===== src/rtl/amo_sequencer.sv =====
module amo_sequencer #(
  parameter int AW = 32,
  parameter int DW = 32
) (
  input  logic          clk,
  input  logic          rst_n,
  input  logic          start,
  input  logic [4:0]    op_code,
  input  logic [2:0]    width_code,
  input  logic [4:0]    rs2_field,
  input  logic [AW-1:0] addr,
  input  logic [DW-1:0] operand,
  output logic [DW-1:0] result,
  output logic          done,
  output logic          illegal,
  output logic          fault,
  output logic          mem_req,
  output logic          mem_we,
  output logic [AW-1:0] mem_addr,
  output logic [DW-1:0] mem_wdata,
  input  logic [DW-1:0] mem_rdata,
  input  logic          mem_ready
);

  localparam int OFS = $clog2(DW / 8);
  localparam logic [2:0] WORD_WIDTH = 3'b010;
  localparam logic [4:0] OP_ADD  = 5'b00000;
  localparam logic [4:0] OP_SWAP = 5'b00001;
  localparam logic [4:0] OP_LR   = 5'b00010;
  localparam logic [4:0] OP_SC   = 5'b00011;
  localparam logic [4:0] OP_XOR  = 5'b00100;
  localparam logic [4:0] OP_OR   = 5'b01000;
  localparam logic [4:0] OP_AND  = 5'b01100;
  localparam logic [4:0] OP_MIN  = 5'b10000;
  localparam logic [4:0] OP_MAX  = 5'b10100;
  localparam logic [4:0] OP_MINU = 5'b11000;
  localparam logic [4:0] OP_MAXU = 5'b11100;

  typedef enum logic [2:0] {
    S_IDLE, S_READ, S_WAIT_READ, S_WRITE, S_WAIT_WRITE, S_DONE
  } state_t;

  state_t        state;
  logic [4:0]    op_r;
  logic [AW-1:0] addr_r;
  logic [DW-1:0] opnd_r;
  logic [DW-1:0] mval_r;
  logic [DW-1:0] result_r;
  logic          illegal_r, fault_r;
  logic          resv_valid;
  logic [AW-1:0] resv_addr;

  logic          is_rmw, is_lr, is_sc, bad_op, misaligned, resv_hit;
  logic [DW-1:0] combined;

  assign is_lr = op_code == OP_LR;
  assign is_sc = op_code == OP_SC;
  always_comb begin
    case (op_code)
      OP_ADD, OP_SWAP, OP_XOR, OP_OR, OP_AND,
      OP_MIN, OP_MAX, OP_MINU, OP_MAXU: is_rmw = 1'b1;
      default:                          is_rmw = 1'b0;
    endcase
  end
  assign bad_op     = (width_code != WORD_WIDTH) || !(is_rmw || is_lr || is_sc) ||
                      (is_lr && rs2_field != 5'd0);
  assign misaligned = addr[OFS-1:0] != '0;
  assign resv_hit   = resv_valid && (resv_addr == addr);

  always_comb begin
    case (op_r)
      OP_SWAP: combined = opnd_r;
      OP_ADD:  combined = mval_r + opnd_r;
      OP_XOR:  combined = mval_r ^ opnd_r;
      OP_AND:  combined = mval_r & opnd_r;
      OP_OR:   combined = mval_r | opnd_r;
      OP_MIN:  combined = ($signed(mval_r) < $signed(opnd_r)) ? mval_r : opnd_r;
      OP_MAX:  combined = ($signed(mval_r) > $signed(opnd_r)) ? mval_r : opnd_r;
      OP_MINU: combined = (mval_r < opnd_r) ? mval_r : opnd_r;
      OP_MAXU: combined = (mval_r > opnd_r) ? mval_r : opnd_r;
      default: combined = opnd_r;
    endcase
  end

  always_ff @(posedge clk) begin
    if (!rst_n) begin
      state      <= S_IDLE;
      op_r       <= '0;
      addr_r     <= '0;
      opnd_r     <= '0;
      mval_r     <= '0;
      result_r   <= '0;
      illegal_r  <= 1'b0;
      fault_r    <= 1'b0;
      resv_valid <= 1'b0;
      resv_addr  <= '0;
    end else begin
      case (state)
        S_IDLE: if (start) begin
          op_r      <= op_code;
          addr_r    <= addr;
          opnd_r    <= operand;
          illegal_r <= bad_op;
          fault_r   <= !bad_op && misaligned;
          result_r  <= '0;
          if (bad_op || misaligned) begin
            state <= S_DONE;
          end else if (is_sc) begin
            resv_valid <= 1'b0;
            if (resv_hit) begin
              state <= S_WRITE;
            end else begin
              result_r <= DW'(1);
              state    <= S_DONE;
            end
          end else begin
            state <= S_READ;
          end
        end
        S_READ: state <= S_WAIT_READ;
        S_WAIT_READ: if (mem_ready) begin
          mval_r   <= mem_rdata;
          result_r <= mem_rdata;
          if (op_r == OP_LR) begin
            resv_valid <= 1'b1;
            resv_addr  <= addr_r;
            state      <= S_DONE;
          end else begin
            state <= S_WRITE;
          end
        end
        S_WRITE: state <= S_WAIT_WRITE;
        S_WAIT_WRITE: if (mem_ready) state <= S_DONE;
        S_DONE: state <= S_IDLE;
        default: state <= S_IDLE;
      endcase
    end
  end

  assign mem_req   = (state == S_READ) || (state == S_WRITE);
  assign mem_we    = state == S_WRITE;
  assign mem_addr  = addr_r;
  assign mem_wdata = (state != S_WRITE) ? '0 : (op_r == OP_SC) ? opnd_r : combined;
  assign done      = state == S_DONE;
  assign result    = result_r;
  assign illegal   = illegal_r;
  assign fault     = fault_r;

  AST_REQ_PULSE: assert property (@(posedge clk) disable iff (!rst_n)
    mem_req |=> !mem_req);
  AST_READY_WHEN_WAITING: assert property (@(posedge clk) disable iff (!rst_n)
    mem_ready |-> (state == S_WAIT_READ || state == S_WAIT_WRITE));
  AST_DONE_PULSE: assert property (@(posedge clk) disable iff (!rst_n)
    done |=> !done);
  AST_NO_REQ_WHEN_REJECTED: assert property (@(posedge clk) disable iff (!rst_n)
    mem_req |-> !illegal_r && !fault_r);
  AST_FLAGS_EXCLUSIVE: assert property (@(posedge clk) disable iff (!rst_n)
    done |-> !(illegal && fault));
  AST_LR_NEVER_WRITES: assert property (@(posedge clk) disable iff (!rst_n)
    (mem_req && mem_we) |-> op_r != OP_LR);
  AST_SC_RESULT_BIT: assert property (@(posedge clk) disable iff (!rst_n)
    (done && op_r == OP_SC) |-> result[DW-1:1] == '0);
  AST_SC_CLEARS_RESV: assert property (@(posedge clk) disable iff (!rst_n)
    (done && op_r == OP_SC && !illegal && !fault) |-> !resv_valid);

endmodule


===== config.mk =====
export PLATFORM = sky130hd
export DESIGN_NAME = amo_sequencer
export DESIGN_NICKNAME = d
export VERILOG_FILES = /design/src/rtl/amo_sequencer.sv
export SDC_FILE = /design/constraint.sdc
export NUM_CORES = 1
export LEC_CHECK = 0
export ABC_AREA = 1
export ABC_CLOCK_PERIOD_IN_PS = 3480
export BUFFER_PORTS_ARGS = -buffer_cell sky130_fd_sc_hd__buf_2
export CORE_AREA = 10 10 149 178
export DETAILED_ROUTE_END_ITERATION = 16
export DIE_AREA = 0 0 159 188
export PLACE_DENSITY_LB_ADDON = 0.2
export SLEW_MARGIN = 5
export SYNTH_ARGS = -nofsm -noshare
export SYNTH_HDL_FRONTEND = slang
export SYNTH_SLANG_ARGS = --single-unit

===== constraint.sdc =====
create_clock -name clk -period 3.48 [get_ports clk]
set_clock_uncertainty 0.05 [all_clocks]
set_input_delay 0.174 -clock clk [delete_from_list [all_inputs] [get_ports clk]]
set_output_delay 0.174 -clock clk [all_outputs]
set_load 0.1 [all_outputs]

== After elaboration in Yosys (flattened, before gate mapping) ==
Memory sizes are Yosys's and may differ from the RTL's.
Cells that the tools add are included.
Storage, ports and cells
  memories kept: 1
  output and inout port bits: 101
  ROM bits: 32
  bits in registers: 171
Memories
  (name not given): words 32, bits a word 1, read ports 1, clocked after Yosys merged registers in 0, write ports 0, RTL line 59  | case (op_code)
Operators by class
  mux-type cells: 27
  reduce and logical (&&, ||, !) cells: 22
  $lt $le $gt $ge: 4
  equal/unequal tests: 25
  bitwise operators: 3
  add/sub/neg operators: 1
Operators with widths (number)
  two-way mux 32 bit: 8
  one-hot mux 32 bit (8 select lines): 1
  greater-than comparator 32 bit: 2
  less-than comparator 32 bit: 2
  one-hot mux 32 bit (2 select lines): 1
  adder 32 bit: 1
  AND 32 bit: 1
  equality test 32 bit: 1
  bitwise OR 32 bit: 1
  bitwise XOR 32 bit: 1
  two-way mux 3 bit: 7
  equality test 5 x 2 -> 1 bit, second input constant: 4
  equality test 5 bit, second input constant: 4
  one-hot mux 3 bit (5 select lines): 1
  != test 2 bit, second input constant: 6
  equality test 5 x 4 -> 1 bit, second input constant: 2
  AND reduction 3 bit: 3
  two-way mux 1 bit: 8
  equality test 3 x 2 -> 1 bit, second input constant: 2
  equality test 3 bit, second input constant: 2
  logical OR 1 bit: 6
  != test 3 x 2 -> 1 bit, second input constant: 2
  AND reduction 6 bit: 1
  equality test 5 x 3 -> 1 bit, second input constant: 1
  9 further kinds: 14

== Longest topological paths before layout ==
  depth after elaboration: 10
  depth in mapped cells: 22

== Worst setup path before layout ==
OpenSTA, ideal clock, no wires.
  path kind: reg2out
  start: register opnd_r[31]
  end: output port mem_wdata[22]
  slack: -0.333 ns
  path buffers: 2
  arrival time: 3.589 ns
  cell stages (with the launch flop): 18
  path through: dfxtp_1 -> inv_1 -> ha_1 -> nor2_1 -> nand3_1 -> nor2_1 -> nand3_1 -> nor2_1 -> nand2_1 -> buf_4 -> nand3_2 -> nand2_2 -> nand2_2 -> buf_4 -> nor2_1 -> o21ai_0 -> nor2_1 -> nor2_1
On the way
  longest elaborated chain between the ends: 5
  elaborated cells on any way between the ends: 11
  those cells by class: order compare: 4; mux: 7
RTL lines
  start: declaration: RTL line 46  | logic [DW-1:0] opnd_r;
  start signal: assignment: RTL line 102  | opnd_r <= operand;
  greater-than comparator 32 bit, or another cell as far along: RTL line 80  | OP_MAXU: combined = (mval_r > opnd_r) ? mval_r : opnd_r;
  two-way mux 32 bit (on tied branches)
  one-hot mux 32 bit (8 select lines) *: RTL line 71  | case (op_r)
  two-way mux 32 bit * (2 in series): RTL line 143  | assign mem_wdata = (state != S_WRITE) ? '0 : (op_r == OP_SC) ? opnd_r : combined;
  end: declaration: RTL line 20  | output logic [DW-1:0] mem_wdata,
Mark *: on every way between the ends. The rest lies on a longest branch, timed or not.

== Worst setup path in the final report ==
  start: register opnd_r[31]
  end: output port mem_wdata[9]
Same word-level chain as after synthesis.

==> impl_metrics.csv <==
group,metric,value,unit
outcome,status,"finished, violations left",
outcome,violations,"hold timing",
layout,final_layout_size_suffix_gt1_frac,0.261,
routing,dr.pass1.iters,7,
logic_synthesis,avgSynthCellArea,6.25,um^2
layout,finalNetCount,2538,
min_path,hp-class,"in -> reg",
clock_tree,root_buffer,"clkbuf_16",
clock_tree,numCtsBuffers,17,
logic_synthesis,ys_types,44,
logic_synthesis,syn_inst,1991,
die,fp.dieH,188,um
pwr,ir_worst_vdd,0.000751,V
die,die_width,159,um
die,die_area,29900,um^2
sta,whs,-5.26,ps
logic_synthesis,synth_area_leaders,"dfxtp_1 (28%), nand2_1 (12%), a21oi_1 (9.9%)",
layout,diodes,0,
critical_path,path_cells,"inv_2 > ha_4 > inv_2 > a21oi_4 > o21a_1 > nand2_2 > a21oi_4 > buf_6 > nand3_4 > nand2_4 > nand2_4 > buf_6 > clkinvlp_4 > a21oi_2 > nand2_1 > nor2_1 > nor2_2 > buf_12",
placed_design,gp_congestion,1.02,
grt,grt_max_degree,95,
logic_synthesis,yosysWarnings,0,
critical_path,cp-start-kind,"flop",
layout,area_growth,38.4,%
critical_path,end_kind,"primary output",
logic_synthesis,synth_common_cells,"nand2_1 (393), a21oi_1 (247), inv_1 (233)",
critical_path,cp.buffers_inverters,6,
layout,utilization,0.750,
grt,grt_pass1_vias,15322,
sta,fin_setup_tns,0,ps
routing,vias_per_cell,5.98,
clock_tree,clk_pin_slew,70,ps
logic_synthesis,synth.most_common_cell,"nand2_1",
clock_tree,cts_sinks,171,
sta,setup_viol,0,
critical_path,crit_fanout,5,
routing,vias,15883,
logic_synthesis,postSynth.asyncResetShare,0,
logic_synthesis,yosysTopAreaCell,"dfxtp_1",
die,io_pins,214,
grt,grt_pass1_wl,84.7,mm
logic_synthesis,syn-cell-area,12400,um^2
logic_synthesis,synth_edf_count,0,
placed_design,dp_hpwl,38.9,mm
die,fp.coreArea,23000,um^2
grt,antenna_found_initial,0,
logic_synthesis,synth_fp_nets,2201,
critical_path,crit_type,"reg -> out",
sta,rsz0062_at_grt,"yes",
placed_design,pre_cts_ws,21.8,ps
logic_synthesis,yosysTopAreaCellShare,0.275,
routing,wl_per_cell,20.9,um
routing,drc_errors,0,
layout,multi_input_area,8530,um^2
sta,fmax,0.293,GHz
logic_synthesis,synth-main-ff-cell,"dfxtp_1",
placed_design,port-buffer-count,213,
critical_path,max_stage_delay,340,ps
sta,fin_crit,3420,ps
routing,antenna_left,0,
sta,slew_violations,0,
clock_tree,cts_tree,"done",
logic_synthesis,ys_ff_latch,171,
sta,post-route-period-util,0.982,
layout,seq_area,3490,um^2
die,start_util,0.542,
critical_path,rrSetupSlack,990,ps
grt,grt_usage,0.351,
logic_synthesis,yosysSeqAreaShare,0.275,
pwr,p_per_area,679,nW/um^2
die,rows,61,
clock_tree,clock_path_buffers,2,
job,max_cap_viol_count,0,
sta,worst_pin_slew,1060,ps
sta,hold_viol,1,
routing,finalWirelength,55.5,mm
sta,worst_slack,62.5,ps
sta,slew_headroom,0.295,
critical_path,cp_data_arrival_time,3190,ps
critical_path,worstPathRequired,3260,ps
clock_tree,cts-htree-levels,4,
critical_path,critical-path-top-delay-family,"buffers and inverters",
pwr,power.leakage,7.74,nW
clock_tree,clk_latency,440,ps
layout,fillers,1793,
critical_path,cpMaxStageDelayCell,"dfxtp_2",
grt,grt-ovfl-total,0,
routing,drt_iter0_drc,1815,
==> layout by cell type (no fill, tap or decap), types with 5 or more instances in the layout <==
cell and count:
nand2_1 372, a21oi_1 236, nor2_1 199, inv_1 183, buf_2 182, o21ai_0 167, nand3_1 148, dfxtp_1 138
buf_4 122, ha_1 63, dlygate4sd3_1 60, inv_2 51, buf_12 35, ha_4 30, o22ai_1 29, nand4_1 24
dfxtp_2 24, nor2_2 23, nor3_1 20, nand2_2 19, o21ai_1 17, clkbuf_16 17, a211oi_1 13, or2_2 12
buf_6 11, o211ai_1 10, nand3_2 9, dfxtp_4 9, nand2_4 8, a21oi_2 8, o2111ai_1 8, clkinvlp_4 7
nand3_4 6, a221oi_1 6, xor2_1 6, xnor2_1 6, nor2_4 5
==> flip-flops by register name, indices dropped and copies added (netlist names) <==
signal      cells
state           3
resv_valid      1
op_r            5
resv_addr      32
mem_addr       32
mval_r         32
illegal         1
opnd_r         32
result         32
fault           1
==> path summary, 6_finish.rpt <==
| kind | start | to | cells after the start |
|---|---|---|---|
| max reg2reg | state[1] | result[0] | 10 |
| max | opnd_r[31] | mem_wdata[9] | 18 |
| min reg2reg | result[2] | result[2] | 2 |
| min | operand[27] | opnd_r[27] | 3 |
==> per-stage QoR <==
stage	power (mW)	cells	cell area (um^2)
after floorplan	6.69	1991	12500
after global placement	8.53	2536	14900
after detailed placement	8.59	2536	14900
after CTS	10.9	2639	16600
after global routing	12.2	2656	17200
final	11.7	2656	17200
==> tightest hold or removal path, stage by stage <==
cell	delay [ps]
buf_2	70
o21ai_0	90
a21oi_1	110
==> final cells by class <==
class | instances | area share
clock buffer | 22 | 0.0275
clock inverter | 10 | 0.00763
inverter | 241 | 0.0537
multi-input combinational | 1485 | 0.495
sequential | 171 | 0.202
tap | 315 | 0.0229
timing repair buffer | 412 | 0.191
==> what timing repair did <==
action,4_1_cts,5_1_grt
resized for setup,89,168
buffers inserted,11,16
hold buffers,60,0
gates cloned,0,1
pin swaps,13,36
setup endpoints to repair,32,32
hold endpoints to repair,70,0
==> report_power, final <==
part           switching (mW)  internal, mW
sequential              0.285          2.33
combinational            4.94          2.13
clock                   0.887          1.13
total                    6.11          5.59
==> layer usage <==
metal	global-route usage	vias up	wire, um
li1	-	7284	-
met5	0	-	0
met3	0.0815	234	6300
met2	0.578	1107	25500
met1	0.424	7258	20900
met4	0.165	0	2810
==> cells by family (layout without fill, tap and decap cells) <==
kind of cell	after synthesis	in the layout	synth area share
AOI/OAI and AO/OA	521	521	0.226
xor gates and xnor gates	12	12	0.00844
adders and majority gates	97	97	0.0981
buffers and inverters	335	685	0.104
DFF	171	171	0.275
and+or+nand+nor	855	855	0.289
Power figures use the tool's default switching activity.
